`config.mk`:
```
export PLATFORM = sky130hd
export DESIGN_NAME = lagged_crc_link
export DESIGN_NICKNAME = d
export VERILOG_FILES = /design/src/rtl/lagged_crc_pkg.sv /design/src/rtl/lagged_crc_hold.sv /design/src/rtl/lagged_crc_calc.sv /design/src/rtl/lagged_crc_link.sv
export SDC_FILE = /design/constraint.sdc
export NUM_CORES = 2
export LEC_CHECK = 0
export BUFFER_PORTS_ARGS = -buffer_cell sky130_fd_sc_hd__buf_2
export CORE_ASPECT_RATIO = 0.7
export CORE_MARGIN = 5
export CORE_UTILIZATION = 50
export DETAILED_ROUTE_END_ITERATION = 10
export GPL_TIMING_DRIVEN = 0
export PLACE_DENSITY = 0.7
export SLEW_MARGIN = 10
export SYNTH_ARGS = -nofsm -noshare
export SYNTH_HDL_FRONTEND = slang
export SYNTH_SLANG_ARGS = --single-unit
```
`constraint.sdc`:
```
create_clock -name clk -period 6.58 [get_ports clk]
set_input_delay 0.329 -clock clk [delete_from_list [all_inputs] [get_ports clk]]
set_output_delay 0.329 -clock clk [all_outputs]
set_load 0.03 [all_outputs]
```
`src/rtl/lagged_crc_pkg.sv`:
```
package lagged_crc_pkg;
    localparam int FLIT_W    = 128;
    localparam int CRC_W     = 25;
    localparam int PAY_SLOTS = 2;
    // x^25 + x^2 + x + 1, leading term implied
    localparam logic [CRC_W-1:0] CRC_POLY = 25'h0000007;

    typedef enum logic {
        KIND_DATA = 1'b0,
        KIND_HDR  = 1'b1
    } flit_kind_e;
endpackage

```
`src/rtl/lagged_crc_hold.sv`:
```
module lagged_crc_hold #(
    parameter int FLIT_W = lagged_crc_pkg::FLIT_W,
    parameter int SLOTS  = lagged_crc_pkg::PAY_SLOTS,
    parameter int CNT_W  = $clog2(SLOTS + 1)
) (
    input  logic                         clk,
    input  logic                         rst,
    input  logic                         valid_i,
    input  logic                         hdr_i,
    input  logic [FLIT_W-1:0]            flit_i,
    output logic [SLOTS-1:0][FLIT_W-1:0] pay_o,
    output logic [CNT_W-1:0]             cnt_o
);
    localparam logic [CNT_W-1:0] FULL = CNT_W'(SLOTS);

    typedef struct packed {
        logic [CNT_W-1:0]             cnt;
        logic [SLOTS-1:0][FLIT_W-1:0] pay;
    } hold_t;

    hold_t st_d, st_q;

    always_comb begin
        st_d = st_q;
        if (valid_i && (hdr_i == lagged_crc_pkg::KIND_HDR)) begin
            st_d = '0;
        end else if (valid_i && st_q.cnt != FULL) begin
            for (int k = 0; k < SLOTS; k++) begin
                if (st_q.cnt == CNT_W'(k)) st_d.pay[k] = flit_i;
            end
            st_d.cnt = st_q.cnt + CNT_W'(1);
        end
    end

    always_ff @(posedge clk) begin
        if (rst) st_q <= '0;
        else     st_q <= st_d;
    end

    assign pay_o = st_q.pay;
    assign cnt_o = st_q.cnt;
endmodule

```
`src/rtl/lagged_crc_calc.sv`:
```
module lagged_crc_calc #(
    parameter int FLIT_W = lagged_crc_pkg::FLIT_W,
    parameter int CRC_W  = lagged_crc_pkg::CRC_W,
    parameter int SLOTS  = lagged_crc_pkg::PAY_SLOTS,
    parameter int CNT_W  = $clog2(SLOTS + 1),
    parameter logic [CRC_W-1:0] POLY = lagged_crc_pkg::CRC_POLY
) (
    input  logic [FLIT_W-1:0]            hdr_i,
    input  logic [SLOTS-1:0][FLIT_W-1:0] pay_i,
    input  logic [CNT_W-1:0]             cnt_i,
    output logic [CRC_W-1:0]             crc_o
);
    function automatic logic [CRC_W-1:0] fold(input logic [CRC_W-1:0] seed,
                                              input logic [FLIT_W-1:0] d);
        logic [CRC_W-1:0] s;
        logic             fb;
        s = seed;
        for (int i = FLIT_W - 1; i >= 0; i--) begin
            fb = s[CRC_W-1] ^ d[i];
            s  = {s[CRC_W-2:0], 1'b0} ^ (fb ? POLY : '0);
        end
        return s;
    endfunction

    logic [CRC_W-1:0] stage [SLOTS+1];

    // header first, its own CRC field taken as zero
    assign stage[0] = fold('0, {hdr_i[FLIT_W-1:CRC_W], {CRC_W{1'b0}}});

    for (genvar g = 0; g < SLOTS; g++) begin : g_chain
        assign stage[g+1] = fold(stage[g], pay_i[g]);
    end

    assign crc_o = stage[cnt_i];
endmodule

```
`src/rtl/lagged_crc_link.sv`:
```
module lagged_crc_link #(
    parameter int FLIT_W    = lagged_crc_pkg::FLIT_W,
    parameter int CRC_W     = lagged_crc_pkg::CRC_W,
    parameter int PAY_SLOTS = lagged_crc_pkg::PAY_SLOTS,
    parameter logic [CRC_W-1:0] CRC_POLY = lagged_crc_pkg::CRC_POLY
) (
    input  logic              clk,
    input  logic              rst,
    input  logic              tx_valid_i,
    input  logic              tx_sop_i,
    input  logic              tx_hdr_i,
    input  logic [FLIT_W-1:0] tx_flit_i,
    output logic              tx_valid_o,
    output logic              tx_sop_o,
    output logic              tx_hdr_o,
    output logic [FLIT_W-1:0] tx_flit_o,
    input  logic              rx_valid_i,
    input  logic              rx_hdr_i,
    input  logic [FLIT_W-1:0] rx_flit_i,
    output logic              rx_crc_error_o
);
    localparam int CNT_W = $clog2(PAY_SLOTS + 1);
    localparam int SIDES = 2;   // 0 transmit, 1 receive

    logic [SIDES-1:0]                             side_valid;
    logic [SIDES-1:0]                             side_hdr;
    logic [SIDES-1:0][FLIT_W-1:0]                 side_flit;
    logic [SIDES-1:0][CRC_W-1:0]                  side_crc;

    assign side_valid = {rx_valid_i, tx_valid_i};
    assign side_hdr   = {rx_hdr_i, tx_hdr_i};
    assign side_flit  = {rx_flit_i, tx_flit_i};

    for (genvar s = 0; s < SIDES; s++) begin : g_side
        logic [PAY_SLOTS-1:0][FLIT_W-1:0] pay;
        logic [CNT_W-1:0]                 cnt;

        lagged_crc_hold #(
            .FLIT_W (FLIT_W),
            .SLOTS  (PAY_SLOTS),
            .CNT_W  (CNT_W)
        ) u_hold (
            .clk     (clk),
            .rst     (rst),
            .valid_i (side_valid[s]),
            .hdr_i   (side_hdr[s]),
            .flit_i  (side_flit[s]),
            .pay_o   (pay),
            .cnt_o   (cnt)
        );

        lagged_crc_calc #(
            .FLIT_W (FLIT_W),
            .CRC_W  (CRC_W),
            .SLOTS  (PAY_SLOTS),
            .CNT_W  (CNT_W),
            .POLY   (CRC_POLY)
        ) u_calc (
            .hdr_i (side_flit[s]),
            .pay_i (pay),
            .cnt_i (cnt),
            .crc_o (side_crc[s])
        );
    end

    typedef struct packed {
        logic              valid;
        logic              sop;
        logic              hdr;
        logic [FLIT_W-1:0] flit;
        logic              err;
    } out_t;

    out_t out_d, out_q;

    always_comb begin
        out_d       = '0;
        out_d.valid = tx_valid_i;
        if (tx_valid_i) begin
            out_d.sop  = tx_sop_i;
            out_d.hdr  = tx_hdr_i;
            out_d.flit = tx_flit_i;
            if (tx_hdr_i) out_d.flit[CRC_W-1:0] = side_crc[0];
        end
        out_d.err = rx_valid_i && rx_hdr_i &&
                    (rx_flit_i[CRC_W-1:0] != side_crc[1]);
    end

    always_ff @(posedge clk) begin
        if (rst) out_q <= '0;
        else     out_q <= out_d;
    end

    assign tx_valid_o     = out_q.valid;
    assign tx_sop_o       = out_q.sop;
    assign tx_hdr_o       = out_q.hdr;
    assign tx_flit_o      = out_q.flit;
    assign rx_crc_error_o = out_q.err;
endmodule

```
==> Flow_metrics.wiki <==
{| class="wikitable"
! Metric !! Value
|-
| Setup crit end kind || register
|-
| Final Wtd Congestion || 1.07
|-
| Simple logic cell fraction of the synthesized area || 10.7%
|-
| CTS Buf Count || 72
|-
| Final setup viols || 4
|-
| Number of top-level pins || ~400
|-
| Share of synthesized registers carrying an async set or reset || 0%
|-
| Clock-pin transition on the worst setup and hold timing paths || 0.07 ns
|-
| Via count of the first global-routing pass || roughly 39000
|-
| Number of max-slew violations in the final report || 0
|-
| Worst EP required || 7.11 ns
|-
| Cell area after synthesis || a little under 50000 sq um
|-
| Drt drc || 0
|-
| CTS HTree Levels || 3
|-
| Number of core rows || 95
|-
| Total nets after synthesis || 5075
|-
| Pin count of the biggest net entering global routing || 15
|-
| EDFF count, synth || 0
|-
| Slack of the worst reg-to-reg path || -0.12 ns
|-
| CP peak stage delay || 0.59 ns
|-
| Mux contribution to synthesized area || less than 1%
|-
| Wire length per cell || 30.9 microns
|-
| Cells along the critical path || clkbuf_4, xnor2_2, xnor3_2, xor2_4, xnor3_2, xnor3_2, buf_4, xnor3_2, xnor2_1, xnor3_2, buf_4, xor3_1, a211oi_1, a211oi_1, o2111a_1, or4b_2, a211o_1, nor4_1, nand4_1, nor4_4, a311oi_4
|-
| Endpoint, Worst Hold || g_side[0].u_hold.pay_o[202]$_SDFFE_PP0P_
|-
| Status || complete, but fails checks
|-
| Worst reg2reg path depth || 16
|-
| Transition time of the tightest slew-check pin || 1.35 ns
|-
| Detailed placer's ending HPWL || 168 mm
|-
| Hold/Removal Path Class || primary input to register
|-
| GRT Total Usage || 40.1%
|-
| Die outline width || 384 microns
|-
| Global route overflow || 0
|-
| Area of the placeable core || approximately 97000 sq um
|-
| Shortest period the worst path allows || between 6 and 7 ns
|-
| Maximum clock skew at final layout || ~0.045 ns
|-
| Total number of clock tree sinks || 648
|-
| R2r startpoint || g_side[1].u_hold.pay_o[115]$_SDFFE_PP0P_
|-
| Worst hold slack after final layout || 0.0231 ns
|-
| Hold Crit Start || tx_flit_i[74]
|-
| Endpoint of the worst-slack reg-to-reg timing path || rx_crc_error_o$_SDFF_PP0_
|-
| Avg Inst Size Synth || just over 10 sq um
|-
| Fmax || 145 MHz
|-
| Tightest slew margin relative to the limit || ~10%
|-
| Post-synthesis share of cell area spent on xor and xnor gates || 52.9%
|-
| Max clock buf depth || 3
|-
| Net count of the finished layout || 5907
|-
| Effective utilization at floorplan || 50.6%
|-
| Average vias per placed instance || 5.99
|-
| Synthesized instance count || 4806
|-
| Setup repair after global routing missed its margin || yes
|-
| Global-route wire length before repair || 293 mm
|-
| Area growth syn-to-layout || 26.6%
|-
| Fillers || about 8000
|-
| CP arrival || 7.45 ns
|-
| Final hold viol count || 0
|-
| Clock Latency Late Sink || 0.71 ns
|-
| Area share of fa/ha/maj cells after synthesis || 0.154%
|-
| Worst hold stages || 3
|-
| Critical path class || primary input to register
|-
| Worst path slowest cell || sky130_fd_sc_hd__xnor3_2
|-
| Number of port buffers || 358
|-
| Dominant register cell in the synthesized netlist || sky130_fd_sc_hd__dfxtp_1
|-
| Number of nets still failing antenna checks after routing || 0
|-
| DRC marker count from the first detailed-route iteration || 6518
|-
| Vertical extent of the die || 272 microns
|-
| Total die area || around 100000 sq um
|-
| Util after Layout || 64.1%
|-
| Length of the first detailed-routing pass in iterations || 8
|-
| Number of antenna violations at the first check in global routing || 11
|-
| Synth Warn # || 0
|-
| Vias || 42000
|-
| Fraction of the cycle the final worst path needs || 105%
|-
| Total routed wirelength || approximately 220 mm
|-
| Layout cells sized above 1 || 20.8%
|-
| Post-route setup slack || -0.335 ns
|-
| Critical path fanouts, max || 5
|-
| Cell occurring most often along the worst timing path || sky130_fd_sc_hd__xnor3_2
|-
| Clock tree from TritonCTS || built
|-
| Violations in the final reports || setup timing
|-
| Area fraction in compound gates after synthesis || 7.20%
|-
| Largest family of logic cells by synthesized area || XOR/XNOR gates
|-
| Number of flip-flops and latches in the synthesized netlist || roughly 650
|-
| Count of distinct cell types in the synthesized netlist || 66
|-
| Sort of element at the start of the critical path || primary input
|-
| Sequential cell area fraction in the yosys report || between 20% and 30%
|-
| Cell chosen for the clock root || sky130_fd_sc_hd__clkbuf_16
|-
| Number of violations of the max-capacitance limit || 0
|}
==> synth_stat cells, types with 6 or more instances <==
library cell / count / area (sq um)
sky130_fd_sc_hd__a211oi_1: 14 / 105
sky130_fd_sc_hd__clkbuf_1: 211 / 792
sky130_fd_sc_hd__nor4_1: 6 / 37.5
sky130_fd_sc_hd__xnor2_2: 44 / 716
sky130_fd_sc_hd__buf_2: 16 / 80.1
sky130_fd_sc_hd__nor3_1: 10 / 50.1
sky130_fd_sc_hd__xnor3_1: 485 / 10900
sky130_fd_sc_hd__dfxtp_1: 648 / 13000
sky130_fd_sc_hd__inv_1: 13 / 48.8
sky130_fd_sc_hd__and2_1: 110 / 688
sky130_fd_sc_hd__xnor2_4: 6 / 165
sky130_fd_sc_hd__xnor2_1: 933 / 8170
sky130_fd_sc_hd__o21ai_0: 37 / 185
sky130_fd_sc_hd__xnor3_2: 23 / 547
sky130_fd_sc_hd__mux2i_1: 14 / 140
sky130_fd_sc_hd__xor2_1: 321 / 2810
sky130_fd_sc_hd__xor3_1: 96 / 2280
sky130_fd_sc_hd__nand2_1: 1061 / 3980
sky130_fd_sc_hd__a221oi_1: 12 / 105
sky130_fd_sc_hd__or3_1: 6 / 37.5
sky130_fd_sc_hd__nor2_1: 73 / 274
sky130_fd_sc_hd__buf_1: 18 / 67.6
sky130_fd_sc_hd__o211ai_1: 6 / 45.0
sky130_fd_sc_hd__ha_1: 6 / 75.1
sky130_fd_sc_hd__a21oi_1: 554 / 2770
==> registers in the layout, summed over array words and instances, names as in the netlist <==
register / flops
rx_crc_error_o: 1
tx_sop_o: 1
tx_hdr_o: 1
tx_flit_o: 128
g_side.u_hold.cnt_o: 4
tx_valid_o: 1
g_side.u_hold.pay_o: 512
==> routing by layer <==
layer / global-route usage, % / vias up / part of all wire (%)
met5: 0 / - / 0.0055
met4: 8.52 / 2 / 2.5
met3: 26.2 / 396 / 21
met2: 48.2 / 3533 / 36
met1: 58.6 / 20600 / 40
li1: - / 17400 / -
==> layout by cell type (no fill, tap or decap), types with 56 or more instances in the layout <==
cell type                       netlist  layout
sky130_fd_sc_hd__a21oi_1            554     554
sky130_fd_sc_hd__and2_1             110     110
sky130_fd_sc_hd__buf_2               16     365
sky130_fd_sc_hd__buf_4                4     161
sky130_fd_sc_hd__clkbuf_1           211     210
sky130_fd_sc_hd__clkbuf_16            0      72
sky130_fd_sc_hd__dfxtp_1            648     647
sky130_fd_sc_hd__dlygate4sd3_1        0     230
sky130_fd_sc_hd__nand2_1           1061    1061
sky130_fd_sc_hd__nor2_1              73      73
sky130_fd_sc_hd__xnor2_1            933     772
sky130_fd_sc_hd__xnor2_2             44     139
sky130_fd_sc_hd__xnor2_4              6      72
sky130_fd_sc_hd__xnor3_1            485     342
sky130_fd_sc_hd__xnor3_2             23     162
sky130_fd_sc_hd__xor2_1             321     260
sky130_fd_sc_hd__xor3_1              96      56
==> worst max-delay path by stage <==
| stage | from | endpoint | slack, ns | cells after the start |
|---|---|---|---|---|
| after global routing | rx_flit_i[122] | rx_crc_error_o$_SDFF_PP0_ | -0.28 | 22 |
| final | rx_flit_i[127] | rx_crc_error_o$_SDFF_PP0_ | -0.34 | 21 |
| after CTS | g_side[1].u_hold.pay_o[112]$_SDFFE_PP0P_ | rx_crc_error_o$_SDFF_PP0_ | -0.05 | 18 |
| after global placement | rx_flit_i[121] | rx_crc_error_o$_SDFF_PP0_ | -2.71 | 19 |
| after floorplan | tx_flit_i[79] | tx_flit_o[2]$_SDFF_PP0_ | -0.02 | 18 |
| after detailed placement | rx_flit_i[121] | rx_crc_error_o$_SDFF_PP0_ | -2.82 | 19 |
==> what timing repair did <==
action,4_1_cts,5_1_grt
resized for setup,371,153
setup endpoints to repair,26,26
setup buffers,108,62
hold buffers,230,0
pin swaps,102,62
hold endpoints to repair,507,0
==> final cells by class <==
type                            count  area [sq um]  area share [%]
Clock inverter                     38           658            1.06
Tap cell                         1309          1640            2.65
Buffer                            251          1010            1.63
Multi-Input combinational cell   3893         37900            61.3
Timing Repair Buffer              758          5600            9.05
Inverter                           14          52.6          0.0849
Sequential cell                   648         13000            21.0
Clock buffer                       93          2000            3.23
Antenna cell                       13          32.5          0.0526
==> through the flow <==
stage	worst slack, ns	cells	TNS [ns]	area (sq um)
final	-0.335	7017	-0.483	61900
after detailed placement	-2.82	6473	-40.24	52400
after global placement	-2.71	6473	-39.00	52400
after floorplan	-0.0184	4806	-0.0184	48900
after CTS	-0.0520	6942	-0.0520	60400
after global routing	-0.281	7005	-0.489	61800
==> worst max-delay path, delay by kind of cell <==
family,cells,cell delay (ns)
xor gates and xnor gates,9,3.86
and+or+nand+nor,4,1.47
AOI/OAI and AO/OA,5,1.17
buffers and inverters,3,0.58
==> kinds of logic after synthesis <==
kind of cell               after synthesis
DFF                                    648
adders and majority gates                6
muxes                                   21
AOI/OAI and AO/OA                      659
buffers and inverters                  265
xor gates and xnor gates              1918
and+or+nand+nor                       1289
Power is left out: the tool's default activity adds up to more than one toggle a clock period on the data nets, which glitch-free logic cannot reach.
